$ cat config.mk
export PLATFORM = sky130hd
export DESIGN_NAME = flash_pwr_ctl
export DESIGN_NICKNAME = d
export VERILOG_FILES = /design/src/rtl/flash_pwr_pkg.sv /design/src/rtl/flash_pwr_datapath.sv /design/src/rtl/flash_pwr_ctrl.sv /design/src/rtl/flash_pwr_ctl.sv
export SDC_FILE = /design/constraint.sdc
export NUM_CORES = 1
export LEC_CHECK = 0
export CORE_AREA = 5 5 71 47
export CTS_CLUSTER_DIAMETER = 100
export DETAILED_ROUTE_END_ITERATION = 8
export DIE_AREA = 0 0 76 52
export DONT_BUFFER_PORTS = 1
export GPL_TIMING_DRIVEN = 0
export PLACE_DENSITY = 0.73
export REMOVE_ABC_BUFFERS = 1
export SLEW_MARGIN = 20
export SYNTH_ARGS = -nofsm -noshare
export SYNTH_HDL_FRONTEND = slang
export SYNTH_SLANG_ARGS = --single-unit
$ cat constraint.sdc
create_clock -name clk -period 4.01 [get_ports clk]
set_input_delay 0.401 -clock clk [delete_from_list [all_inputs] [get_ports clk]]
set_output_delay 0.401 -clock clk [all_outputs]
set_load 0.01 [all_outputs]
$ cat src/rtl/flash_pwr_pkg.sv
package flash_pwr_pkg;

  typedef enum logic [1:0] {
    ST_ACTIVE = 2'd0,
    ST_STBY   = 2'd1,
    ST_SLEEP  = 2'd2
  } pwrState_e;

  localparam logic [1:0] MODE_ACTIVE  = 2'b00;
  localparam logic [1:0] MODE_SHALLOW = 2'b01;
  localparam logic [1:0] MODE_DEEP    = 2'b10;
  localparam logic [1:0] MODE_SLEEP   = 2'b11;

  typedef struct packed {
    logic latchEn;
    logic driveEn;
  } dpStrobe_t;

endpackage

$ cat src/rtl/flash_pwr_datapath.sv
module flash_pwr_datapath
  import flash_pwr_pkg::*;
#(
  parameter int AW = 8,
  parameter int DW = 16,
  parameter int SLEEP_CYCLES = 12
) (
  input  logic          clk,
  input  logic          rstN,
  input  logic [AW-1:0] addr,
  input  logic [DW-1:0] arrayData,
  input  dpStrobe_t     strb,
  output logic          addrMoved,
  output logic          stableDone,
  output logic [DW-1:0] dataOut,
  output logic          dataOe
);

  localparam int CW = $clog2(SLEEP_CYCLES + 1);
  localparam logic [CW-1:0] LIMIT = CW'(SLEEP_CYCLES);

  logic [AW-1:0] addrQ;
  logic [CW-1:0] cntQ;
  logic [CW-1:0] cntNext;
  logic [DW-1:0] dataQ;

  // Per-bit change detection, reduced to a single flag.
  logic [AW-1:0] bitDiff;
  for (genvar b = 0; b < AW; b++) begin : g_diff
    assign bitDiff[b] = addr[b] ^ addrQ[b];
  end
  assign addrMoved = |bitDiff;

  always_comb begin
    if (addrMoved)          cntNext = '0;
    else if (cntQ == LIMIT) cntNext = cntQ;
    else                    cntNext = cntQ + CW'(1);
  end

  assign stableDone = !addrMoved && (cntNext == LIMIT);

  always_ff @(posedge clk or negedge rstN) begin
    if (!rstN) begin
      addrQ <= '0;
      cntQ  <= '0;
    end else begin
      addrQ <= addr;
      cntQ  <= cntNext;
    end
  end

  always_ff @(posedge clk or negedge rstN) begin
    if (!rstN)            dataQ <= '0;
    else if (strb.latchEn) dataQ <= arrayData;
  end

  assign dataOut = dataQ;
  assign dataOe  = strb.driveEn;

endmodule

$ cat src/rtl/flash_pwr_ctrl.sv
module flash_pwr_ctrl
  import flash_pwr_pkg::*;
#(
  parameter int WAKE_CYCLES = 5
) (
  input  logic       clk,
  input  logic       rstN,
  input  logic       ceN,
  input  logic       oeN,
  input  logic       weN,
  input  logic       progBusy,
  input  logic       eraseBusy,
  input  logic       strongHigh,
  input  logic       addrMoved,
  input  logic       stableDone,
  output dpStrobe_t  strb,
  output logic [1:0] powerMode,
  output logic       readValid
);

  localparam int WCW = $clog2(WAKE_CYCLES + 1);
  localparam logic [WCW-1:0] WAKE_LIMIT = WCW'(WAKE_CYCLES);

  pwrState_e stateQ, stateNext;
  logic [WCW-1:0] wakeQ, wakeNext;
  logic busy, readNow;

  assign busy    = progBusy | eraseBusy;
  assign readNow = !ceN && !oeN && weN;

  // Priority: idle deselection, then running operation, then address motion.
  always_comb begin
    if (ceN && !busy)           stateNext = ST_STBY;
    else if (busy || addrMoved) stateNext = ST_ACTIVE;
    else if (stableDone)        stateNext = ST_SLEEP;
    else                        stateNext = ST_ACTIVE;
  end

  always_comb begin
    if (stateNext == ST_STBY)     wakeNext = '0;
    else if (wakeQ == WAKE_LIMIT) wakeNext = wakeQ;
    else                          wakeNext = wakeQ + WCW'(1);
  end

  always_ff @(posedge clk or negedge rstN) begin
    if (!rstN) begin
      stateQ <= ST_ACTIVE;
      wakeQ  <= '0;
    end else begin
      stateQ <= stateNext;
      wakeQ  <= wakeNext;
    end
  end

  assign readValid = (wakeQ == WAKE_LIMIT);

  always_comb begin
    strb.driveEn = (stateQ != ST_STBY) && readNow;
    strb.latchEn = (stateQ == ST_ACTIVE) && readNow && readValid;
  end

  always_comb begin
    unique case (stateQ)
      ST_STBY:  powerMode = strongHigh ? MODE_DEEP : MODE_SHALLOW;
      ST_SLEEP: powerMode = MODE_SLEEP;
      default:  powerMode = MODE_ACTIVE;
    endcase
  end

endmodule

$ cat src/rtl/flash_pwr_ctl.sv
module flash_pwr_ctl
  import flash_pwr_pkg::*;
#(
  parameter int AW = 8,
  parameter int DW = 16,
  parameter int SLEEP_CYCLES = 12,
  parameter int WAKE_CYCLES = 5
) (
  input  logic          clk,
  input  logic          rstN,
  input  logic          ceN,
  input  logic          oeN,
  input  logic          weN,
  input  logic [AW-1:0] addr,
  input  logic          progBusy,
  input  logic          eraseBusy,
  input  logic          strongHigh,
  input  logic [DW-1:0] arrayData,
  output logic [DW-1:0] dataOut,
  output logic          dataOe,
  output logic          readValid,
  output logic [1:0]    powerMode
);

  dpStrobe_t strb;
  logic addrMoved, stableDone;

  flash_pwr_ctrl #(.WAKE_CYCLES(WAKE_CYCLES)) i_ctrl (
    .clk(clk), .rstN(rstN), .ceN(ceN), .oeN(oeN), .weN(weN),
    .progBusy(progBusy), .eraseBusy(eraseBusy), .strongHigh(strongHigh),
    .addrMoved(addrMoved), .stableDone(stableDone),
    .strb(strb), .powerMode(powerMode), .readValid(readValid)
  );

  flash_pwr_datapath #(.AW(AW), .DW(DW), .SLEEP_CYCLES(SLEEP_CYCLES)) i_dp (
    .clk(clk), .rstN(rstN), .addr(addr), .arrayData(arrayData), .strb(strb),
    .addrMoved(addrMoved), .stableDone(stableDone),
    .dataOut(dataOut), .dataOe(dataOe)
  );

endmodule

# [Word level (Yosys, flattened, before mapping)]
# Cells that the tools add are included.
[classes] add_sub_neg=2 n_eq_ne=8 muxes=9 bitwise_logic=9 reduce_logical=14
[ops] operator="$eq A4 B4 Y1 const B" n=2
[ops] operator="$mux W2" n=4
[ops] operator="$mux W4" n=2
[ops] operator="$reduce_or A8 Y1" n=1
[ops] operator="$xor A1 B1 Y1" n=8
[ops] operator="$logic_and A1 B1 Y1" n=7
[ops] operator="$mux W3" n=2
[ops] operator="$add A4 B1 Y4 const B" n=1
[ops] operator="$eq A2 B1 Y1 const B" n=2
[ops] operator="$logic_not A1 Y1" n=4
[ops] operator="$pmux W2 S2" n=1
[ops] operator="$add A3 B1 Y3 const B" n=1
[ops] operator="$eq A3 B3 Y1 const B" n=1
[ops] operator="$eq A2 B2 Y1 const B" n=1
[ops] operator="$logic_not A2 Y1" n=1
[ops] operator="$ne A2 B1 Y1 const B" n=1
[ops] operator="$ne A2 B2 Y1 const B" n=1
[ops] operator="$logic_or A1 B1 Y1" n=1
[ops] operator="$or A1 B1 Y1" n=1
[totals] reg_bits=33 out_inout_bits=20

# [Logic depth before layout (Yosys ltp)]
[logic_depth] ltp_word=10 ltp_mapped=8 depth_no_buf=6

# [Modules after synthesis]
# Synthesis repeated with hierarchy kept, for this count alone.
[hier_totals] hier_cells=113 hier_area_um2=1483.9
[modules_own_cells] mod="flash_pwr_datapath" instances=1 cells_per_inst=81 area_each_um2=1137.3 seq_area_each_um2=700.7
[modules_own_cells] mod="flash_pwr_ctrl" instances=1 cells_per_inst=32 area_each_um2=346.6 seq_area_each_um2=125.1

# [Worst setup path after synthesis]
# Ideal clock, no wire load.
[synth_timing] path_kind="register -> register" from="reg i_ctrl.wakeQ[1]" to="reg i_dp.dataQ[0], in the netlist i_dp.dataOut[0]" arrival_time_ps=1498 path_slack_ps=2387 path_stages_with_launch=9 cell_sequence="dfrtp_1 inv_1 ha_1 nand2_2 inv_2 and4_4 buf_6 buf_12 mux2_4"
[synth_between] elab_chain_cells=2
[synth_rtl] element="from (decl)" line_no="flash_pwr_ctrl.sv:25" text="logic [WCW-1:0] wakeQ, wakeNext;"
[synth_rtl] element="from (signal assigned)" line_no="flash_pwr_ctrl.sv:51" text="wakeQ <= wakeNext;"
[synth_rtl] element="$eq A3 B3 Y1" line_no="flash_pwr_ctrl.sv:55" text="assign readValid = (wakeQ == WAKE_LIMIT);"
[synth_rtl] element="net readValid" line_no="flash_pwr_ctl.sv:21" text="output logic readValid,"
[synth_rtl] element="$logic_and A1 B1 Y1" line_no="flash_pwr_ctrl.sv:59" text="strb.latchEn = (stateQ == ST_ACTIVE) && readNow && readValid;"
[synth_rtl] element="to (signal assigned)" line_no="flash_pwr_datapath.sv:54" text="else if (strb.latchEn) dataQ <= arrayData;"
[synth_rtl] element="to (decl)" line_no="flash_pwr_datapath.sv:25" text="logic [DW-1:0] dataQ;"
# The timed path passes the listed nets, and every way through them passes these cells.
# A chain may end at the register's enable or synchronous reset.

# [Worst setup path in the final report]
[layout_timing] from="reg i_ctrl.wakeQ[1]" to="reg i_dp.dataQ[6], in the netlist i_dp.dataOut[6]"
# The elaborated chain is that of the path after synthesis.

==> impl_metrics.env <==
export IMPL_synth_cells_most_frequent="dfrtp_1, mux2_4, nor2_1, xor2_1, ha_1"
export IMPL_detailedRoute_firstPassIterationCount=4
export IMPL_chipHeight_um=52
export IMPL_internal_power_w=0.000667
export IMPL_area_growth_pct=8.21
export IMPL_tritoncts="yes"
export IMPL_pwr_density_cell_mw_per_mm2=589
export IMPL_max_cap_viol_count=0
export IMPL_synth_yosys_seq_area_share_pct=55.8
export IMPL_yosysMostFrequentCell="dfrtp_1"
export IMPL_total_power_w=0.000942
export IMPL_clkSlewWorstSetupHoldPaths_ns=0.06
export IMPL_status="completed"
export IMPL_power_switching_fraction_pct=29.2
export IMPL_diodes=0
export IMPL_holdCritPathClass="input pin to flip-flop"
export IMPL_final_layout_size_suffix_gt1_share_pct=20.8
export IMPL_aggregate_negative_setup_slack_ns=0
export IMPL_h_tree_depth=2
export IMPL_power_ir_vdd_worst_mv=0.296
export IMPL_worst_clock_skew_ns=0.00394
export IMPL_worst_pin_slew_ns=0.460
export IMPL_route_final_wire_length_mm=2.48
export IMPL_clock_insertion_delay_worst_skew_ns=0.27
export IMPL_detailedPlace_worstSlack_ns=2.27
export IMPL_postSynth_asyncResetShare_pct=100
export IMPL_number_of_synthesized_flops_with_an_enable_pin=0
export IMPL_holdBufCountCts=2
export IMPL_synth_flop_cell="dfrtp_1"
export IMPL_setup_worst_path_end_class="flip-flop"
export IMPL_hold_depth=0
export IMPL_route_vias_total=838
export IMPL_drcViolationCount=0
export IMPL_synth_seq_cells=33
export IMPL_first_global_vias=886
export IMPL_finalHoldViolations=0
export IMPL_detail_route_antenna_nets=0
export IMPL_total_leakage_power_nw=0.728
export IMPL_detail_route_wl_per_cell_um=16.1
export IMPL_placementRows=15
export IMPL_dp_final_hpwl_mm=1.85
export IMPL_synth_avg_cell_area_um2=13.2
export IMPL_numPortBuffers=0
export IMPL_postCtsResizedCells=0
export IMPL_cts_inserted_buffers=5
export IMPL_finalWeightedCongestion=0.701
export IMPL_cts_sinks=33
export IMPL_timing_slew_headroom_pct=69.3
export IMPL_grt_max_degree=34
export IMPL_syn_instance_count=112
export IMPL_coreArea_mm2=0.00268
export IMPL_netlist_area_mm2=0.00148
export IMPL_synth_top_area_share_pct=55.8
export IMPL_grt_pass1_wl_mm=4.13
export IMPL_max_clock_path_buffers=2
export IMPL_global_route_usage_total_pct=13.6
export IMPL_final_max_slew_violation_count=0
export IMPL_critical_path_peak_fanout=16
export IMPL_synth_largest_area_cell="dfrtp_1"
export IMPL_achievable_frequency_mhz=577
export IMPL_layout_setup_ws_ns=2.28
export IMPL_critical_path_startpoint_type="flip-flop"
export IMPL_vias_per_cell=5.44
export IMPL_antenna_found_initial=0
export IMPL_synth_yosys_warnings=0
export IMPL_power_share_clock_pct=24.2
export IMPL_synth_cell_types=26
export IMPL_sequentialPowerShare_pct=56.2
export IMPL_rsz_0062_raised_after_global_routing="no"
export IMPL_period_needed_ns=1.73
export IMPL_timing_critical_path_required_ns=4.17
export IMPL_die_w_um=76
export IMPL_drtIter0Drc=24
export IMPL_worst_setup_path_type="flip-flop to flip-flop"
export IMPL_initial_utilization_pct=55.1
export IMPL_top_level_ports=52
export IMPL_grt_ovfl_total=0
export IMPL_clock_root_buffer="clkbuf_8"
export IMPL_arrival_worst_endpoint_ns=1.89
export IMPL_post_synth_main_area_contributors="dfrtp_1, mux2_4, ha_1, xor2_1, mux2_2"
export IMPL_period_utilization_pct=43.2
export IMPL_setup_viol=0
export IMPL_p_comb_share_pct=19.5
export IMPL_nNetsFinal=158
export IMPL_switching_power_w=0.000275
export IMPL_worstRegToRegCells=6
export IMPL_dieArea_mm2=0.00395
export IMPL_cts_repair_timing_setup_buffer_count=0
## worst paths after layout
check | start | to | slack (ns)
setup / recovery | i_ctrl.wakeQ[1] | i_dp.dataOut[6] | 2.28
hold reg to reg | i_dp.dataOut[9] | i_dp.dataOut[9] | 0.58
max in group asynchronous | rstN | i_dp.dataOut[1] | 3.25
setup reg to reg | i_ctrl.wakeQ[1] | i_dp.dataOut[6] | 2.28
hold / removal | addr[1] | i_dp.addrQ[1] | 0.15
min in group asynchronous | rstN | i_dp.addrQ[2] | 0.59
## layout make-up
type                       count  area, um^2
fill                         222        1080
sequential                    33         826
multi-input combinational     71         599
clock buffer                   8        80.1
tap                           34        42.5
timing repair buffer           2        30.0
inverter                       6        22.5
## state kept, by name (all words and copies together), names as in the netlist
| name | flops |
|---|---|
| i_dp.dataOut | 16 |
| i_ctrl.stateQ | 2 |
| i_dp.addrQ | 8 |
| i_ctrl.wakeQ | 3 |
| i_dp.cntQ | 4 |
## routing by layer
layer | global-route usage [%] | vias to the layer above | routed length [um]
met2 | 21.2 | 33 | 1220
met1 | 14.4 | 410 | 982
met4 | 5.33 | 0 | 7
met5 | 0 | - | 0
met3 | 9.52 | 2 | 269
li1 | - | 393 | -
## layout by cell type, fill, tap and decap left out, drive strengths merged
| master | netlist | layout |
|---|---|---|
| nor3b | 2 | 2 |
| mux2 | 16 | 16 |
| a21oi | 1 | 1 |
| ha | 7 | 7 |
| xor2 | 8 | 8 |
| nor2 | 8 | 8 |
| nor2b | 2 | 2 |
| a31oi | 1 | 1 |
| nor4 | 3 | 3 |
| and4 | 1 | 1 |
| dlygate4sd3 | 0 | 1 |
| dfrtp | 33 | 33 |
| nand2 | 5 | 5 |
| nand4b | 1 | 1 |
| buf | 2 | 1 |
| o21ai | 4 | 4 |
| inv | 6 | 6 |
| nand3 | 3 | 3 |
| clkbuf | 0 | 8 |
| and3 | 2 | 2 |
| o21a | 1 | 1 |
| xnor2 | 2 | 2 |
| nor3 | 3 | 3 |
| a211oi | 1 | 1 |
## through the flow
stage          utilization, %  cell area [um^2]  instances  hold slack, ns
2_1_floorplan               -              1450        110           0.105
3_3_place_gp             55.5              1490        144           0.107
3_5_place_dp             55.5              1490        144           0.106
4_1_cts                  59.6              1600        154           0.143
5_1_grt                  59.6              1600        154           0.130
6_report                 59.6              1600        154           0.152
## power groups by stage
| stage | sequential (W) | clock (W) | combinational (W) |
|---|---|---|---|
| CTS | 0.000532 | 0.000237 | 0.000187 |
| global placement | 0.000532 | 0 | 0.000166 |
| global route | 0.000542 | 0.000253 | 0.000211 |
| finish | 0.000530 | 0.000228 | 0.000184 |
| floorplan | 0.000517 | 0 | 0.000154 |
| detailed placement | 0.000537 | 0 | 0.000174 |
## logic make-up after synthesis
logic type | count (synthesis) | share of synthesized area, %
flops | 33 | 55.8
simple gates | 30 | 10.8
mux | 16 | 14.7
xor+xnor | 10 | 5.92
compound gates | 8 | 3.13
buf+inv | 8 | 3.64
fa+ha+maj | 7 | 5.92
## critical path: stages, from the launching register on
cell     delay (ns)
dfrtp_1        0.40
inv_1          0.07
ha_1           0.18
nand2_2        0.09
inv_2          0.10
and4_4         0.41
mux2_2         0.37
Note: power is estimated with default switching activity, not from simulation.
